<file path="config.mk">
export PLATFORM = sky130hd
export DESIGN_NAME = serial_irq_unit
export DESIGN_NICKNAME = d
export VERILOG_FILES = /design/src/rtl/sirq_pkg.sv /design/src/rtl/sirq_datapath.sv /design/src/rtl/sirq_ctrl.sv /design/src/rtl/serial_irq_unit.sv
export SDC_FILE = /design/constraint.sdc
export NUM_CORES = 1
export LEC_CHECK = 0
export ABC_AREA = 0
export BUFFER_PORTS_ARGS = -buffer_cell sky130_fd_sc_hd__buf_2
export CAP_MARGIN = 25
export CORE_UTILIZATION = 40
export DETAILED_ROUTE_END_ITERATION = 10
export PLACE_DENSITY_LB_ADDON = 0.15
export SETUP_SLACK_MARGIN = 0.2
export SKIP_CTS_REPAIR_TIMING = 1
export SLEW_MARGIN = 5
export SYNTH_ARGS = -nofsm -noshare
export SYNTH_HDL_FRONTEND = slang
export SYNTH_SLANG_ARGS = --single-unit
</file>
<file path="constraint.sdc">
create_clock -name clk -period 1.1 [get_ports clk]
set_input_delay 0.11 -clock clk [delete_from_list [all_inputs] [get_ports clk]]
set_output_delay 0.11 -clock clk [all_outputs]
set_load 0.02 [all_outputs]
</file>
<file path="src/rtl/sirq_pkg.sv">
package sirq_pkg;
  localparam int FLAG_OVR = 0;
  localparam int FLAG_TMO = 1;
  localparam int FLAG_RXH = 2;
  localparam int FLAG_TXH = 3;
  localparam int NFLAGS   = 4;

  typedef struct packed {
    logic clrOvr;
    logic clrTmo;
  } clrStrobes_t;
endpackage

</file>
<file path="src/rtl/sirq_datapath.sv">
module sirq_datapath
  import sirq_pkg::*;
#(
  parameter int DEPTH   = 8,
  parameter int TIMEOUT = 32,
  localparam int LVL_W  = $clog2(DEPTH + 1),
  localparam int CNT_W  = $clog2(TIMEOUT + 1),
  localparam int HALF   = DEPTH / 2
) (
  input  logic              clk,
  input  logic              rstN,
  input  logic              bitTick,
  input  logic [LVL_W-1:0]  rxLevel,
  input  logic [LVL_W-1:0]  txLevel,
  input  logic              frameDone,
  input  logic              rxRead,
  input  clrStrobes_t       strobes,
  output logic [NFLAGS-1:0] rawStat
);
  logic [CNT_W-1:0] tmoCnt;
  logic ovrFlag, tmoFlag;
  logic rxFull, restart, tmoHit, ovrHit;

  assign rxFull  = (rxLevel == LVL_W'(DEPTH));
  assign restart = rxRead || frameDone || (rxLevel == '0);
  assign tmoHit  = !restart && bitTick && (tmoCnt == CNT_W'(TIMEOUT - 1));
  assign ovrHit  = frameDone && rxFull;

  always_ff @(posedge clk) begin
    if (!rstN) begin
      tmoCnt <= '0;
    end else if (restart) begin
      tmoCnt <= '0;
    end else if (bitTick && (tmoCnt < CNT_W'(TIMEOUT))) begin
      tmoCnt <= tmoCnt + 1'b1;
    end
  end

  always_ff @(posedge clk) begin
    if (!rstN) begin
      ovrFlag <= 1'b0;
      tmoFlag <= 1'b0;
    end else begin
      ovrFlag <= ovrHit || (ovrFlag && !strobes.clrOvr);
      tmoFlag <= tmoHit || (tmoFlag && !strobes.clrTmo);
    end
  end

  always_comb begin
    rawStat           = '0;
    rawStat[FLAG_OVR] = ovrFlag;
    rawStat[FLAG_TMO] = tmoFlag;
    rawStat[FLAG_RXH] = (rxLevel >= LVL_W'(HALF));
    rawStat[FLAG_TXH] = (txLevel <= LVL_W'(HALF));
  end


  ovr_set_chk: assert property (@(posedge clk) disable iff (!rstN)
    (frameDone && rxFull) |=> rawStat[FLAG_OVR]);

  ovr_sticky_chk: assert property (@(posedge clk) disable iff (!rstN)
    (rawStat[FLAG_OVR] && !strobes.clrOvr) |=> rawStat[FLAG_OVR]);

  tmo_set_wins_chk: assert property (@(posedge clk) disable iff (!rstN)
    (tmoHit && strobes.clrTmo) |=> rawStat[FLAG_TMO]);

  tmo_idle_chk: assert property (@(posedge clk) disable iff (!rstN)
    (rxLevel == '0) |=> (tmoCnt == '0));
endmodule

</file>
<file path="src/rtl/sirq_ctrl.sv">
module sirq_ctrl
  import sirq_pkg::*;
#(
  parameter int ADDR_W = 3
) (
  input  logic              clk,
  input  logic              rstN,
  input  logic              regWrEn,
  input  logic [ADDR_W-1:0] regAddr,
  input  logic [NFLAGS-1:0] regWrData,
  input  logic [NFLAGS-1:0] rawStat,
  output clrStrobes_t       strobes,
  output logic [NFLAGS-1:0] maskReg,
  output logic [1:0]        dmaEn,
  output logic [NFLAGS-1:0] regRdData
);
  localparam logic [ADDR_W-1:0] A_RAW  = ADDR_W'(0);
  localparam logic [ADDR_W-1:0] A_MASK = ADDR_W'(1);
  localparam logic [ADDR_W-1:0] A_MIS  = ADDR_W'(2);
  localparam logic [ADDR_W-1:0] A_CLR  = ADDR_W'(3);
  localparam logic [ADDR_W-1:0] A_DMA  = ADDR_W'(4);

  logic clrWr;
  assign clrWr          = regWrEn && (regAddr == A_CLR);
  assign strobes.clrOvr = clrWr && regWrData[FLAG_OVR];
  assign strobes.clrTmo = clrWr && regWrData[FLAG_TMO];

  always_ff @(posedge clk) begin
    if (!rstN) begin
      maskReg <= '0;
      dmaEn   <= '0;
    end else if (regWrEn) begin
      if (regAddr == A_MASK) maskReg <= regWrData;
      if (regAddr == A_DMA)  dmaEn   <= regWrData[1:0];
    end
  end

  always_comb begin
    unique case (regAddr)
      A_RAW:   regRdData = rawStat;
      A_MASK:  regRdData = maskReg;
      A_MIS:   regRdData = rawStat & maskReg;
      A_DMA:   regRdData = {2'b00, dmaEn};
      default: regRdData = '0;
    endcase
  end


  mask_hold_chk: assert property (@(posedge clk) disable iff (!rstN)
    !(regWrEn && regAddr == A_MASK) |=> $stable(maskReg));
endmodule

</file>
<file path="src/rtl/serial_irq_unit.sv">
module serial_irq_unit
  import sirq_pkg::*;
#(
  parameter int DEPTH   = 8,
  parameter int TIMEOUT = 32,
  parameter int ADDR_W  = 3,
  localparam int LVL_W  = $clog2(DEPTH + 1),
  localparam int HALF   = DEPTH / 2
) (
  input  logic              clk,
  input  logic              rstN,
  input  logic              bitTick,
  input  logic [LVL_W-1:0]  rxLevel,
  input  logic [LVL_W-1:0]  txLevel,
  input  logic              frameDone,
  input  logic              rxRead,
  input  logic              regWrEn,
  input  logic [ADDR_W-1:0] regAddr,
  input  logic [NFLAGS-1:0] regWrData,
  output logic [NFLAGS-1:0] regRdData,
  output logic              irqOut,
  output logic              rxDmaReq,
  output logic              txDmaReq
);
  clrStrobes_t       strobes;
  logic [NFLAGS-1:0] rawStat, maskReg;
  logic [1:0]        dmaEn;

  sirq_ctrl #(.ADDR_W(ADDR_W)) i_ctrl (
    .clk(clk), .rstN(rstN), .regWrEn(regWrEn), .regAddr(regAddr),
    .regWrData(regWrData), .rawStat(rawStat), .strobes(strobes),
    .maskReg(maskReg), .dmaEn(dmaEn), .regRdData(regRdData)
  );

  sirq_datapath #(.DEPTH(DEPTH), .TIMEOUT(TIMEOUT)) i_dp (
    .clk(clk), .rstN(rstN), .bitTick(bitTick), .rxLevel(rxLevel),
    .txLevel(txLevel), .frameDone(frameDone), .rxRead(rxRead),
    .strobes(strobes), .rawStat(rawStat)
  );

  assign irqOut   = |(rawStat & maskReg);
  assign rxDmaReq = dmaEn[0] && rawStat[FLAG_RXH];
  assign txDmaReq = dmaEn[1] && rawStat[FLAG_TXH];


  rx_dma_chk: assert property (@(posedge clk) disable iff (!rstN)
    rxDmaReq |-> (rxLevel >= LVL_W'(HALF)));

  tx_dma_chk: assert property (@(posedge clk) disable iff (!rstN)
    txDmaReq |-> (txLevel <= LVL_W'(HALF)));
endmodule

</file>
==> results.tsv, run 1 <==
metric	value	unit
syn_avg_cell_area	8.69	sq um
dieArea	2200	sq um
cts_tree	yes	
maxCapViolCount	0	
synth_most_common_cell	dfxtp_1	
grt_pass1_wl	2930	um
timing.fmax	713	MHz
antenna_cells	0	
drive_above_1_share	54.5	%
grt_pass1_vias	716	
skew	3.11	ps
drv_slew	0	
via_count	836	
grt_max_degree	11	
fin_nets	156	
grt_usage	18.5	%
cp-startpoint	i_ctrl.maskReg[3]	
worst_pin_slew	319	ps
finalCriticalPeriod	1400	ps
num_io_pins	28	
synth.area.top_cells	dfxtp_1, mux2i_1, nor2b_1	
worstSetupPathDepth	4	
critPathCaptureType	output pin	
ant_nets	0	
worstSetupStartpointType	flop	
r2r_slack	10	ps
p_leak	0.000490	uW
routabilityCongestion	0.789	
status	finished with violations	
drc	0	
start_util	44.9	%
fin_cells	157	
clk_pin_slew_worst_paths	80	ps
worstPathCellList	inv_2 -> a2111o_1 -> a21oi_4 -> buf_6	
yosysWarnings	0	
port_buffers	27	
switching_share	25.0	%
fin_ws	-303	ps
cts_max_path_buffers	2	
place_area	1070	sq um
cts_buffers	3	
pwr-share-comb	17.4	%
ys_ff_latch	14	
syn_nets	115	
hold_class	in2reg	
p_int	724	uW
synthArstFlopShare	0	%
clk_latency	270	ps
synth.distinct_cells	37	
critical-path-max-stage-delay	390	ps
placed_cells	152	
fin_crit_sh	128	%
cp_slowest_cell	a2111o_1	
r2r-end	i_dp.tmoCnt[4]	
path_class	reg2out	
peakVddDrop	0.622	mV
ys_seq_area_share	34.7	%
seqPwrFrac	53.5	%
yosys-top-cells-count	dfxtp_1, nor2b_1, o21ai_0	
vias_per_cell	5.32	
overflow	0	
netlist_area	808	sq um
rows	15	
yosys.area.top_type_share	34.7	%
crit_arrival	1290	ps
dp_hpwl	1530	um
synthCells	93	
p_sw	241	uW
routed_wirelength	1990	um
r2r-start	i_dp.tmoCnt[5]	
final.setup.tns	-796	ps
cts-htree-levels	1	
rsz0062_at_grt	yes	
core-area	1800	sq um
min_from	regWrData[0]	
final_cell_area	1210	sq um
pwr-share-clk	29.1	%
antenna_found_initial	0	
clock_sink_count	14	
drt_iter0_markers	3	
synth_top_area_cell	dfxtp_1	
slew_headroom	78.5	%
die_y	47.0	um
cp-endpoint	regRdData[3]	
violations	negative setup slack	
die_w	47.0	um
synth_flop_cell	dfxtp_1	
crit_buf_inv	2	
area_growth	49.5	%
crit_required	990	ps
path_max_fanout	2	
crit_family	compound AO/OA/AOI/OAI gates	
power.density	799	nW/um^2
setup_viol	5	
cts_root_buf	clkbuf_4	
finish.utilization	67.1	%
hold_viol_final	0	
firstDrtPassIters	4	
avgRoutedWirePerCell	12.7	um
synth-edff-count	0	
ff2ff_path_depth	3	
cell usage in the layout (no fill, tap or decap), types with 2 or more instances in the layout:
cell	netlist	layout
buf_6	0	4
nor3b_2	0	2
dfxtp_4	0	2
nand3b_1	3	3
dfxtp_2	0	8
nor2_1	5	5
nor2b_2	0	2
nand3_1	6	6
clkbuf_4	0	3
dfxtp_1	14	4
nand2_1	6	6
nor2b_1	8	6
buf_4	1	13
o21ai_0	8	6
mux2i_1	5	5
o21a_1	3	3
a21o_1	2	2
and4_1	2	2
o21ai_2	1	2
buf_2	0	22
and2b_1	2	2
state kept, by name, summed over array words and instances (netlist names):
signal / cells
i_ctrl.dmaEn: 2
i_ctrl.maskReg: 4
i_dp.ovrFlag: 1
i_dp.tmoCnt: 6
i_dp.tmoFlag: 1
power by group through the flow:
stage | Sequential, uW | Clock (uW) | Combinational (uW)
5_1_grt | 518 | 311 | 182
3_3_place_gp | 531 | 0 | 151
2_1_floorplan | 530 | 0 | 71.8
4_1_cts | 520 | 285 | 156
3_5_place_dp | 532 | 0 | 156
6_report | 517 | 281 | 168
worst register-to-register path, cell delays in order (launching register included):
cell and delay, ps:
dfxtp_2 340, and3b_2 300, nand4_1 160, nor3b_2 190
per-layer routing:
metal | vias to the layer above | share of wire (%) | global-route usage [%]
met5 | - | 0 | 0
met4 | 0 | 0.60 | 8.00
met3 | 2 | 2.2 | 2.31
met2 | 14 | 55 | 34.2
met1 | 398 | 42 | 21.3
li1 | 422 | - | -
kinds of logic (layout without fill, tap and decap cells):
logic type,after synthesis,after routing,share of synthesized area [%]
simple gates,44,44,34.1
compound gates,23,23,18.9
flops,14,14,34.7
xor+xnor,2,2,2.17
mux,5,5,6.19
buf+inv,4,43,2.48
fa+ha+maj,1,1,1.55
through the flow:
step / setup WS, ps / hold slack, ps / power [uW]
after floorplan: 50.6 / 240 / 601
after global placement: -54.5 / 362 / 682
after detailed placement: -74.9 / 377 / 688
after CTS: -337 / 90.7 / 961
after global routing: -350 / 105 / 1010
final: -303 / 90.9 / 966
worst min-delay path by stage:
stage                                 end  slack (ps)  cells after the start
after global routing      i_ctrl.dmaEn[1]         100                      3
final                     i_ctrl.dmaEn[0]          90                      3
after CTS                 i_ctrl.dmaEn[0]          90                      3
after detailed placement  i_ctrl.dmaEn[0]         380                      3
after floorplan           i_ctrl.dmaEn[0]         240                      2
after global placement    i_ctrl.dmaEn[0]         360                      3
cell type report:
class                   instances  area (sq um)
clock buffers                   3          22.5
repair buffers                 39           253
fillers                       164           593
flip-flops and latches         14           298
inverters                       1          3.75
multi-input cells              75           601
well taps                      25          31.3
No activity file was read; power rests on OpenSTA's default activity.
==> run 2: changes to the inputs <==
- SYNTH_HIERARCHICAL: unset -> 1
==> run 2 against run 1 <==
Compared with the run above:
- critical path depth did not move
- first-iteration DRC count rose to 6.0 times the previous value
- wire length rose by 4.3%
- cell count rose by 6.4%
- die area rose by 12%
- synthesized cell count rose by 11%
- the run still ends with negative setup slack left
- critical path type unchanged
- clock power rose by 26%
- count of clock-buffer cells in the layout rose by 1
- flip-flop and latch count did not move
- register-to-register slack improved by 70 ps
==> results.tsv, run 2 <==
metric	value	unit	change
die_y	49.6	um	was 47.0 um
skew	0.522	ps	was 3.11 ps
critPathCaptureType	output pin		unchanged
firstDrtPassIters	4		unchanged
dp_worst_setup_slack	-81.8	ps	was -74.9 ps
synthArstFlopShare	0	%	unchanged
yosys-top-cells-count	dfxtp_1, nand2_1, nor2_1		was dfxtp_1, nor2b_1, o21ai_0
regMostFlops	i_dp/tmoCnt		was i_dp.tmoCnt
worst_pin_slew	248	ps	was 319 ps
p_int	804	uW	was 724 uW
syn_avg_cell_area	8.81	sq um	was 8.69 sq um
start_util	44.4	%	was 44.9%
rows	16		was 15
cts-htree-levels	1		unchanged
crit_buf_inv	1		was 2
vias_per_cell	5.25		was 5.32
core-area	2040	sq um	was 1800 sq um
placed_cells	159		was 152
hold_class	in2reg		unchanged
cts_buffers	3		unchanged
drc	0		unchanged
synth-edff-count	0		unchanged
top_regs	i_dp/tmoCnt (6), i_ctrl/maskReg (4), i_ctrl/dmaEn (2)		was i_dp.tmoCnt (6), i_ctrl.maskReg (4), i_ctrl.dmaEn (2)
ant_nets	0		unchanged
clk_pin_slew_worst_paths	80	ps	about the same
fin_crit_sh	116	%	was 128%
regArea	307	sq um	was 298 sq um
synth_top_area_cell	dfxtp_1		unchanged
port_buffers	27		unchanged
worstSetupStartpointType	flop		unchanged
worstSetupPathDepth	4		unchanged
synthCells	103		was 93
r2r-end	i_dp/tmoCnt[2]		was i_dp.tmoCnt[4]
maxCapViolCount	0		unchanged
avgRoutedWirePerCell	12.4	um	was 12.7 um
hold_viol_final	0		unchanged
timing.fmax	782	MHz	was 713 MHz
grt_usage	17.3	%	was 18.5%
via_count	877		was 836
clk_latency	260	ps	was 270 ps
worstPathCellList	nor4b_2 -> a31oi_1 -> o21ai_2 -> buf_2		was inv_2 -> a2111o_1 -> a21oi_4 -> buf_6
power.density	793	nW/um^2	was 799 nW/um^2
pwr-share-clk	33.4	%	was 29.1%
hold_end	i_ctrl/maskReg[2]		was i_ctrl.dmaEn[0]
slew_headroom	83.4	%	was 78.5%
power.total	1060	uW	was 966 uW
area_growth	47.4	%	was 49.5%
yosys.area.top_type_share	30.9	%	was 34.7%
mostFrequentLayoutCells	buf_2, nand2_1, buf_4, o21ai_2		was buf_2, buf_4, dfxtp_2
crit_family	flip-flops		was compound AO/OA/AOI/OAI gates
r2r_slack	80	ps	was 10 ps
netlist_area	907	sq um	was 808 sq um
synth_most_common_cell	dfxtp_1		unchanged
routed_wirelength	2080	um	was 1990 um
path_class	reg2out		unchanged
fin_ws	-178	ps	was -303 ps
violations	negative setup slack		unchanged
pwr-share-comb	18.6	%	was 17.4%
min_from	regWrData[2]		was regWrData[0]
crit_arrival	1170	ps	was 1290 ps
multiInputGateArea	676	sq um	was 601 sq um
switching_share	24.2	%	was 25.0%
drt_iter0_markers	18		was 3
dp_hpwl	1600	um	was 1530 um
setup_viol	3		was 5
critical-path-max-stage-delay	330	ps	was 390 ps
antenna_cells	0		unchanged
p_sw	257	uW	was 241 uW
antenna_found_initial	0		unchanged
hold_depth	3		unchanged
yosysWarnings	6		was 0
cts_max_path_buffers	2		unchanged
grt_pass1_wl	3330	um	was 2930 um
cts_root_buf	clkbuf_4		unchanged
seqPwrFrac	48.0	%	was 53.5%
drive_above_1_share	64.3	%	was 54.5%
ys_seq_area_share	30.9	%	was 34.7%
synth.distinct_cells	42		was 37
r2r-start	i_dp/tmoCnt[1]		was i_dp.tmoCnt[5]
peakVddDrop	0.693	mV	was 0.622 mV
dieArea	2460	sq um	was 2200 sq um
largest_register_ffs	6		unchanged
p_leak	0.000542	uW	was 0.000490 uW
finalCriticalPeriod	1280	ps	was 1400 ps
grt_max_degree	15		was 11
synth.area.top_cells	dfxtp_1, nand2_1, o21ai_2		was dfxtp_1, mux2i_1, nor2b_1
die_w	49.6	um	was 47.0 um
overflow	0		unchanged
synth_flop_cell	dfxtp_1		unchanged
path_max_fanout	3		was 2
ys_ff_latch	14		unchanged
place_area	1120	sq um	was 1070 sq um
final_cell_area	1340	sq um	was 1210 sq um
syn_nets	125		was 115
num_io_pins	28		unchanged
rsz0062_at_grt	yes		unchanged
clock_sink_count	14		unchanged
finish.utilization	65.5	%	was 67.1%
fin_nets	163		was 156
crit_required	990	ps	about the same
grt_pass1_vias	798		was 716
final_common_cell	buf_2		unchanged
cp_slowest_cell	dfxtp_2		was a2111o_1
status	finished with violations		unchanged
nFillCells	179		was 164
ff2ff_path_depth	4		was 3
drv_slew	0		unchanged
routabilityCongestion	0.783		was 0.789
fin_cells	167		was 157
cts_tree	yes		unchanged
-- run 2: worst min-delay path, cell delays in order --
cell     delay [ps]
buf_2            80
nand3_2          60
o21ai_2          50
-- run 2: cells by family after synthesis --
kind of cell             share of synthesized area, %
XOR/XNOR                                         1.93
buffers and inverters                            5.93
AND/OR/NAND/NOR                                  38.2
AO/OA/AOI/OAI                                    17.2
adder cells (fa/ha/maj)                          1.38
multiplexers                                     4.41
flip-flops                                       30.9
-- run 2: how the worst max path moves through the flow --
stage,slack (ps),endpoint,start
floorplan,100,i_dp/tmoCnt[4],i_dp/tmoCnt[0]
global route,-250,regRdData[0],i_dp/ovrFlag
finish,-180,regRdData[0],i_dp/ovrFlag
global placement,-50,regRdData[3],txLevel[0]
detailed placement,-80,regRdData[3],txLevel[0]
CTS,-230,regRdData[0],i_dp/ovrFlag
-- run 2: power groups by stage --
stage	registers [uW]	clock network, uW	logic, uW
after floorplan	529	0	94.1
after global placement	530	0	167
after detailed placement	531	0	169
after CTS	519	372	170
after global routing	510	402	214
final	509	355	197
-- run 2: area by class of cell --
| class | count | share of cell area, % |
|---|---|---|
| clock buffers | 4 | 2.71 |
| inverters | 1 | 0.281 |
| multi-input cells | 82 | 50.5 |
| flip-flops and latches | 14 | 22.9 |
| well taps | 27 | 2.53 |
| repair buffers | 39 | 21.0 |
-- run 2: per-stage QoR --
| step | hold WS (ps) | TNS, ps |
|---|---|---|
| finish | 56.0 | -452 |
| global route | 58.4 | -752 |
| CTS | 47.9 | -802 |
| detailed placement | 338 | -115 |
| global placement | 323 | -75.6 |
| floorplan | 231 | 0 |
-- run 2: metal layers --
layer  global-route usage, %  vias to the layer above  part of all wire (%)
met1                    22.9                      406                    46
met2                    27.7                       29                    50
met3                    3.40                        0                   4.8
met5                       0                        -                     0
met4                    6.19                        0                     0
li1                        -                      442                     -
==> run 3: changes to the inputs <==
- clock period: 1.1 -> 1.44 ns (I/O delays scaled with it)
==> run 3 against run 2 <==
Compared with the run above:
- the run now ends clean
- clock power shrank 21%
- critical endpoint is now regRdData[1]
- cell count decreased by 6.6%
- die area unchanged
- first-iteration DRC count is 33% lower
- largest power group unchanged
==> results.tsv, run 3 (synthesized netlist as in run 2, its figures left out) <==
metric	value	unit	change
crit_arrival	1140	ps	was 1170 ps
largest_register_ffs	6		unchanged
ant_nets	0		unchanged
critPathCaptureType	output pin		unchanged
min_from	regWrData[3]		was regWrData[2]
grt_pass1_vias	687		was 798
clock_sink_count	14		unchanged
avgRoutedWirePerCell	11.6	um	was 12.4 um
drv_slew	0		unchanged
crit_required	1300	ps	was 990 ps
cts_max_path_buffers	2		unchanged
hold_ws	77.0	ps	was 56.0 ps
cp-endpoint	regRdData[1]		was regRdData[0]
setup_viol	0		was 3
antenna_found_initial	0		unchanged
routabilityCongestion	0.807		was 0.783
routed_wirelength	1810	um	was 2080 um
die_y	49.6	um	unchanged
placed_cells	152		was 159
maxCapViolCount	0		unchanged
fin_cells	156		was 167
fin_crit_sh	89.3	%	
fin_nets	152		was 163
worstSetupPathDepth	4		unchanged
worst_pin_slew	450	ps	was 248 ps
ff2ff_path_depth	4		unchanged
hold_class	in2reg		unchanged
firstDrtPassIters	4		unchanged
p_leak	0.000460	uW	was 0.000542 uW
r2r_slack	300	ps	was 80 ps
skew	3.33	ps	was 0.522 ps
rsz0062_at_grt	yes		unchanged
hold_viol_final	0		unchanged
drt_iter0_markers	12		was 18
status	finished clean		was finished with violations
worstSetupStartpointType	flop		unchanged
via_count	794		was 877
cts_root_buf	clkbuf_4		unchanged
path_class	reg2out		unchanged
slew_headroom	70.0	%	was 83.4%
clk_pin_slew_worst_paths	80	ps	about the same
drive_above_1_share	43.4	%	was 64.3%
grt_usage	16.2	%	was 17.3%
dieArea	2460	sq um	unchanged
rows	16		unchanged
vias_per_cell	5.09		was 5.25
antenna_cells	0		unchanged
cts_tree	yes		unchanged
cts-htree-levels	1		unchanged
num_io_pins	28		unchanged
start_util	44.4	%	unchanged
timing.fmax	778	MHz	
overflow	0		unchanged
clk_latency	280	ps	was 260 ps
r2r-end	i_dp/tmoCnt[4]		was i_dp/tmoCnt[2]
regMostFlops	i_dp/tmoCnt		unchanged
critical-path-max-stage-delay	340	ps	was 330 ps
worstPathCellList	nor4b_4 -> a31oi_1 -> o21ai_1 -> buf_4		was nor4b_2 -> a31oi_1 -> o21ai_2 -> buf_2
port_buffers	27		unchanged
power.density	715	nW/um^2	was 793 nW/um^2
crit_buf_inv	1		unchanged
cp-startpoint	i_dp/tmoFlag		was i_dp/ovrFlag
final_common_cell	buf_2		unchanged
final.setup.tns	0	ps	was -452 ps
mostFrequentLayoutCells	buf_2, nand2_1, dfxtp_1, nor2_1, o21ai_1		was buf_2, nand2_1, buf_4, o21ai_2
crit_family	flip-flops		unchanged
path_max_fanout	4		was 3
die_w	49.6	um	unchanged
top_regs	i_dp/tmoCnt (6), i_ctrl/maskReg (4), i_ctrl/dmaEn (2)		unchanged
peakVddDrop	0.583	mV	was 0.693 mV
area_growth	23.3	%	was 47.4%
nFillCells	207		was 179
drc	0		unchanged
grt_pass1_wl	2990	um	was 3330 um
finalCriticalPeriod	1290	ps	
cts_buffers	3		unchanged
r2r-start	i_dp/tmoCnt[0]		was i_dp/tmoCnt[1]
finish.utilization	54.8	%	was 65.5%
grt_max_degree	15		unchanged
cp_slowest_cell	dfxtp_2		unchanged
dp_hpwl	1440	um	was 1600 um
core-area	2040	sq um	unchanged
-- run 3: cell type report --
type / instances / area [sq um] / share of cell area, %
Multi-Input combinational cell: 82 / 613 / 54.8
Sequential cell: 14 / 284 / 25.4
Timing Repair Buffer: 28 / 148 / 13.2
Clock buffer: 4 / 36.3 / 3.24
Tap cell: 27 / 33.8 / 3.02
Inverter: 1 / 3.75 / 0.336
-- run 3: worst min path at each step --
stage | endpoint | slack (ps) | depth (start not counted)
2_1_floorplan | i_ctrl/maskReg[0] | 260 | 2
3_3_place_gp | i_ctrl/maskReg[3] | 360 | 3
3_5_place_dp | i_ctrl/maskReg[3] | 370 | 3
4_1_cts | i_ctrl/maskReg[3] | 70 | 3
5_1_grt | i_ctrl/maskReg[3] | 80 | 3
6_report | i_ctrl/maskReg[3] | 80 | 3
-- run 3: worst reg2reg max path, delay by kind of cell (launching register included) --
kind	cells	cell delay [ps]
flip-flops	1	410
AND/OR/NAND/NOR	3	460
adder cells (fa/ha/maj)	1	170
-- run 3: power by group --
part	switching [uW]	leakage, uW	internal [uW]
registers	4.73	0.000115	392
clock network	127	0.0000210	154
logic	67.5	0.000325	54.4
-- run 3: metrics by stage --
step,instance area (sq um),power (uW),worst slack [ps]
after global routing,1120,843,79.1
after floorplan,907,473,307
after global placement,1030,516,211
final,1120,800,154
after detailed placement,1030,518,207
after CTS,1070,802,60.8
-- run 3: routing by layer --
layer | vias to the layer above | track usage [%] | wire (um)
met4 | 0 | 5.71 | 29
met2 | 24 | 23.4 | 756
met5 | - | 0 | 0
li1 | 415 | - | -
met3 | 5 | 5.56 | 109
met1 | 350 | 21.9 | 910
